$ cat config.mk
export PLATFORM = sky130hd
export DESIGN_NAME = rx_frame_grouper
export DESIGN_NICKNAME = d
export VERILOG_FILES = /design/src/rtl/rx_frame_grouper.sv
export SDC_FILE = /design/constraint.sdc
export NUM_CORES = 1
export LEC_CHECK = 0
export ABC_AREA = 1
export BUFFER_PORTS_ARGS = -buffer_cell sky130_fd_sc_hd__buf_4
export CELL_PAD_IN_SITES_DETAIL_PLACEMENT = 1
export CELL_PAD_IN_SITES_GLOBAL_PLACEMENT = 2
export CORE_ASPECT_RATIO = 0.75
export CORE_MARGIN = 10
export CORE_UTILIZATION = 19
export DETAILED_ROUTE_END_ITERATION = 10
export GPL_TIMING_DRIVEN = 0
export MAX_ROUTING_LAYER = met4
export PLACE_DENSITY_LB_ADDON = 0.1
export REMOVE_ABC_BUFFERS = 1
export SYNTH_ARGS = -nofsm -noshare
export SYNTH_HDL_FRONTEND = slang
export SYNTH_SLANG_ARGS = --single-unit
$ cat constraint.sdc
create_clock -name clk -period 1.72 [get_ports clk]
set_clock_uncertainty 0.05 [all_clocks]
set_input_delay 0.172 -clock clk [delete_from_list [all_inputs] [get_ports clk]]
set_output_delay 0.172 -clock clk [all_outputs]
set_load 0.05 [all_outputs]
$ cat src/rtl/rx_frame_grouper.sv
module rx_frame_grouper #(
  parameter int CODE_W = 7
) (
  input  logic              clk,
  input  logic              rst_n,
  input  logic              hdr_valid,
  input  logic [15:0]       frame_ctl,
  input  logic              ra_group,
  input  logic              ndp,
  input  logic              phy_err,
  input  logic              tb_ppdu,
  output logic              grp_valid,
  output logic [CODE_W-1:0] grp_code
);
  localparam logic [CODE_W-1:0] C_NDP     = CODE_W'(0);
  localparam logic [CODE_W-1:0] C_MCAST   = CODE_W'(1);
  localparam logic [CODE_W-1:0] C_UCAST   = CODE_W'(2);
  localparam logic [CODE_W-1:0] C_NULL    = CODE_W'(3);
  localparam logic [CODE_W-1:0] C_MGMT    = CODE_W'(4);
  localparam logic [CODE_W-1:0] C_CTRL    = CODE_W'(20);
  localparam logic [CODE_W-1:0] C_UNSUP   = CODE_W'(36);
  localparam logic [CODE_W-1:0] C_PHYERR  = CODE_W'(37);
  localparam logic [CODE_W-1:0] C_QNULL   = CODE_W'(38);
  localparam logic [CODE_W-1:0] C_QNULLTB = CODE_W'(39);

  localparam logic [1:0] T_MGMT = 2'd0;
  localparam logic [1:0] T_CTRL = 2'd1;
  localparam logic [1:0] T_DATA = 2'd2;

  localparam logic [3:0] ST_NULL  = 4'd4;
  localparam logic [3:0] ST_QNULL = 4'd12;

  logic [1:0] pver;
  logic [1:0] ftype;
  logic [3:0] subtype;
  logic [CODE_W-1:0] sub_ext;
  logic [CODE_W-1:0] next_code;

  assign pver    = frame_ctl[1:0];
  assign ftype   = frame_ctl[3:2];
  assign subtype = frame_ctl[7:4];
  assign sub_ext = CODE_W'(subtype);

  always_comb begin
    if (phy_err)
      next_code = C_PHYERR;
    else if (ndp)
      next_code = C_NDP;
    else if (pver != 2'd0 || ftype == 2'd3)
      next_code = C_UNSUP;
    else if (ftype == T_MGMT)
      next_code = C_MGMT + sub_ext;
    else if (ftype == T_CTRL)
      next_code = C_CTRL + sub_ext;
    else if (ftype == T_DATA && subtype == ST_NULL)
      next_code = C_NULL;
    else if (subtype == ST_QNULL)
      next_code = tb_ppdu ? C_QNULLTB : C_QNULL;
    else
      next_code = ra_group ? C_MCAST : C_UCAST;
  end

  always_ff @(posedge clk) begin
    if (!rst_n) begin
      grp_valid <= 1'b0;
      grp_code  <= '0;
    end else begin
      grp_valid <= hdr_valid;
      if (hdr_valid)
        grp_code <= next_code;
    end
  end
endmodule


* Word-level counts from Yosys, hierarchy flattened
Index checks and enable logic that the tools add are counted.
Word-level totals: bits of input ports 23, output and inout bits 8, logic and storage cells 22, register bits 8
Operators by class: mux-type cells 9, add/subtract/negate cells 2, reduce and logical (&&, ||, !) cells 4, eq/ne operators 5
Operators with widths (number):
- $mux W6 | 7
- $add A5 B4 Y6 const A | 1
- $add A3 B4 Y5 const A | 1
- $eq A2 B2 Y1 const B | 2
- $eq A4 B3 Y1 const B | 1
- $eq A4 B4 Y1 const B | 1
- $eq A2 B1 Y1 const B | 1
- $logic_not A2 Y1 | 1
- $mux W2 | 1
- $reduce_bool A2 Y1 | 1
- $logic_and A1 B1 Y1 | 1
- $logic_or A1 B1 Y1 | 1
- $mux W1 | 1

* Depth between registers and ports, before layout
depth in word-level cells 8, mapped depth 7, gate-level depth less buffers 7

* Worst setup path before layout
OpenSTA, ideal clock, no wires.
kind reg2reg, from reg grp_code[0] (netlist name), to reg grp_code[0], buffers on the path 0, data required time 1.600 ns, stages on the path, launching flop included 3, clock period less this slack 0.984 ns, arrival time 0.864 ns, setup time 0.070 ns, slack 0.736 ns, path through dfxtp_1 -> a21oi_1 -> a21oi_1
RTL lines:
- end signal: assignment | RTL line 70 | grp_code <= next_code;
- end: declaration | RTL line 13 | output logic [CODE_W-1:0] grp_code

* Final worst setup path
from reg grp_code[1], to out grp_code[1]
No word-level cell between the ends.

==> metrics.log <==
[metrics] number of global-route vias before repair: ~560
[metrics] level count of the clock H-tree: 1
[metrics] cell count after placement: between 100 and 150
[metrics] Worst setup SP type: register
[metrics] clock insertion delay at the later pin of the skew report: 0.25 ns
[metrics] number of enable flip-flop cells after synthesis: 0
[metrics] hpwl dp: ~1.3 mm
[metrics] clock period minus worst slack: ~1 ns
[metrics] Detailed Route WL: 1.44 mm
[metrics] internal power summed over all cells: 0.304 mW
[metrics] post-synthesis instance area: 453 um2
[metrics] post-synthesis sequential element count: 7
[metrics] area share of the largest cell type after synthesis: between 30% and 40%
[metrics] fraction of final layout cells sized beyond drive strength 1: 33.3%
[metrics] detailed-route vias per instance: 4.09
[metrics] worst min-delay path category: input port to register
[metrics] delay contributed by the slowest stage of the critical path: 0.33 ns
[metrics] total DRC errors in the routed layout: 0
[metrics] final core area utilization: between 20% and 30%
[metrics] TritonCTS clock tree: yes
[metrics] commonest cells in the netlist: 15 x sky130_fd_sc_hd__nand2_1, 10 x sky130_fd_sc_hd__a21oi_1, 9 x sky130_fd_sc_hd__inv_1
[metrics] starting density of the core: 19.8%
[metrics] combinational share of power: 27.0%
[metrics] post-cts sizing count: 0
[metrics] Total Die Area: 4760 um2
[metrics] critical path class: register to primary output
[metrics] post-DR wirelength/cell: around 11 um
[metrics] portion of the post-synthesis area used by sequential elements: 30.9%
[metrics] antenna diode count: 0
[metrics] TritonCTS buffer count: 3
[metrics] fraction of the cycle the final worst path needs: 58.5%
[metrics] final count of pins violating max slew: 0
[metrics] worst path bufs/invs: 1
[metrics] Max FO, Critical Path: 2
[metrics] PnR Total Power: 0.446 mW
[metrics] total negative slack: 0 ns
[metrics] switching part of the total power: 31.8%
[metrics] initial antenna violation count: 0
[metrics] sequential share of power: 38.5%
[metrics] proportion of synthesized flip-flops having asynchronous set or reset: 0%
[metrics] Layout Cells excl Fill: 127
[metrics] Post-CTS Setup Repair Bufs: 0
[metrics] total of hold buffers inserted after clock tree synthesis: 0
[metrics] clk root buf: sky130_fd_sc_hd__clkbuf_4
[metrics] clock share of power: 34.5%
[metrics] final number of hold-violating endpoints: 0
[metrics] final count of negative-setup-slack endpoints: 0
[metrics] total of max-cap violations: 0
[metrics] number of I/O port buffers: 21
[metrics] remaining antenna violation count: 0
[metrics] Via Count: 519
[metrics] Setup crit end kind: primary output
[metrics] top flip-flop cell by instance count after synthesis: sky130_fd_sc_hd__dfxtp_1
[metrics] switching power: 0.142 mW
[metrics] setup slack after placement: 0.523 ns
[metrics] synthesized instance count: 69
[metrics] boundary pin count: 31
[metrics] first-pass GRT wire length: 2.57 mm
[metrics] library cell contributing the largest single delay on the critical path: sky130_fd_sc_hd__dfxtp_1
[metrics] CP delay by family, top: flip-flops
[metrics] Highest Clock Rate: 993 MHz
[metrics] unrepaired setup endpoints after global routing: no
[metrics] die span in x: between 70 and 80 um
[metrics] post-synthesis cell type with the largest combined area: sky130_fd_sc_hd__dfxtp_1
[metrics] clock slew at the register clock pins of the worst setup and hold paths: 0.06 ns
[metrics] Peak supply drop: 0.000303 V
[metrics] largest net degree at the start of global routing: 8
[metrics] worst endpoint required time: roughly 1.5 ns
[metrics] Cell Chain, Critical Path: buf_4
[metrics] global placement routability congestion: 0.729
[metrics] total power divided by cell area: 663 nW/um2
[metrics] clock tree buffer depth: 2
[metrics] site row count: 15
[metrics] starting DRC count in detailed routing: 13
[metrics] Sink Count: 7
[metrics] die outline height: between 60 and 70 um
[metrics] Std-Cell Core Area: roughly 2300 um2
[metrics] ranking of synthesized cells by area: sky130_fd_sc_hd__dfxtp_1 31%, sky130_fd_sc_hd__nand2_1 12%, sky130_fd_sc_hd__a21oi_1 11%, sky130_fd_sc_hd__nand3_1 8.8%, sky130_fd_sc_hd__inv_1 7.5%
[metrics] NumNets Final: 119
[metrics] Data arrival, critical path: 0.78 ns
[metrics] warnings from Yosys: 0
[metrics] average instance area after synthesis: approximately 6.6 um2
[metrics] leakage power: 0.328 nW
[metrics] total global routing track utilization: under 10%
[metrics] library cells used by synthesis: 17
[metrics] outcome: complete, no violations
[metrics] TritonRoute pass-1 iters: 3
[metrics] relative area change from synthesis to final layout: 48.3%
[metrics] setup slack of the critical path after layout: 0.713 ns
[metrics] grt total ovfl: 0
[metrics] cell with the most instances after synthesis: sky130_fd_sc_hd__nand2_1
power by group through the flow:
stage | clock network, mW | logic [mW] | registers (mW)
after detailed placement | 0 | 0.123 | 0.175
after global placement | 0 | 0.122 | 0.175
after floorplan | 0 | 0.0456 | 0.199
after global routing | 0.177 | 0.136 | 0.172
after CTS | 0.162 | 0.123 | 0.172
final | 0.154 | 0.120 | 0.172
cell usage in the layout (no fill, tap or decap):
master	count
sky130_fd_sc_hd__inv_2	3
sky130_fd_sc_hd__o21ai_4	1
sky130_fd_sc_hd__a21oi_1	10
sky130_fd_sc_hd__clkbuf_4	3
sky130_fd_sc_hd__conb_1	1
sky130_fd_sc_hd__nand3_1	8
sky130_fd_sc_hd__dfxtp_1	7
sky130_fd_sc_hd__nor3_2	1
sky130_fd_sc_hd__o21ai_0	3
sky130_fd_sc_hd__clkbuf_1	1
sky130_fd_sc_hd__nor2_4	1
sky130_fd_sc_hd__ha_1	2
sky130_fd_sc_hd__nand4_1	1
sky130_fd_sc_hd__nor2_1	4
sky130_fd_sc_hd__buf_4	21
sky130_fd_sc_hd__nand2_1	15
sky130_fd_sc_hd__inv_1	9
sky130_fd_sc_hd__or2_2	1
sky130_fd_sc_hd__nor3_1	1
logic make-up (layout without fill, tap and decap cells):
| family | count (synthesis) | after routing | share of synthesized area, % |
|---|---|---|---|
| compound gates | 14 | 14 | 18.0 |
| fa+ha+maj | 2 | 2 | 5.52 |
| buf+inv | 13 | 37 | 11.6 |
| flops | 7 | 7 | 30.9 |
| other cells | 1 | 1 | 0.828 |
| simple gates | 32 | 32 | 33.1 |
registers in the layout (all words and copies together), names as in the netlist:
signal	flops
grp_valid	1
grp_code	6
final timing paths:
check | start | to | slack, ns | cells after the start
worst max-delay path | grp_code[1]$_SDFFE_PN0P_ | grp_code[1] | 0.71 | 1
worst max register to register | grp_code[0]$_SDFFE_PN0P_ | grp_code[0]$_SDFFE_PN0P_ | 1.04 | 2
worst min register to register | grp_code[1]$_SDFFE_PN0P_ | grp_code[1]$_SDFFE_PN0P_ | 0.42 | 2
worst min-delay path | rst_n | grp_valid$_SDFF_PN0_ | 0.05 | 3
through the flow:
step	hold WS [ns]	instance area, um2
finish	0.0538	672
global route	0.0830	672
CTS	0.0464	672
detailed placement	0.320	646
global placement	0.314	646
floorplan	0.215	445
cell type report:
type	instances	area, um2
Multi-Input combinational cell	49	260
Clock buffer	4	26.3
Inverter	12	45.0
Fill cell	309	1620
Sequential cell	7	140
Tap cell	34	42.5
Timing Repair Buffer	21	158
layer usage:
| metal | GRT usage [%] | wire length (um) | up-vias | share of wire, % |
|---|---|---|---|---|
| met2 | 9.75 | 620 | 15 | 43 |
| met5 | - | 0 | - | 0 |
| met4 | 2.78 | 20 | 0 | 1.4 |
| met3 | 2.73 | 56 | 2 | 3.9 |
| met1 | 8.35 | 743 | 231 | 52 |
| li1 | - | - | 271 | - |
worst reg2reg max path, cell delays in order, from the launching register on:
cell and delay, ns:
sky130_fd_sc_hd__dfxtp_1 0.30, sky130_fd_sc_hd__a21oi_1 0.14, sky130_fd_sc_hd__a21oi_1 0.07
Note: power is estimated with default switching activity, not from simulation.
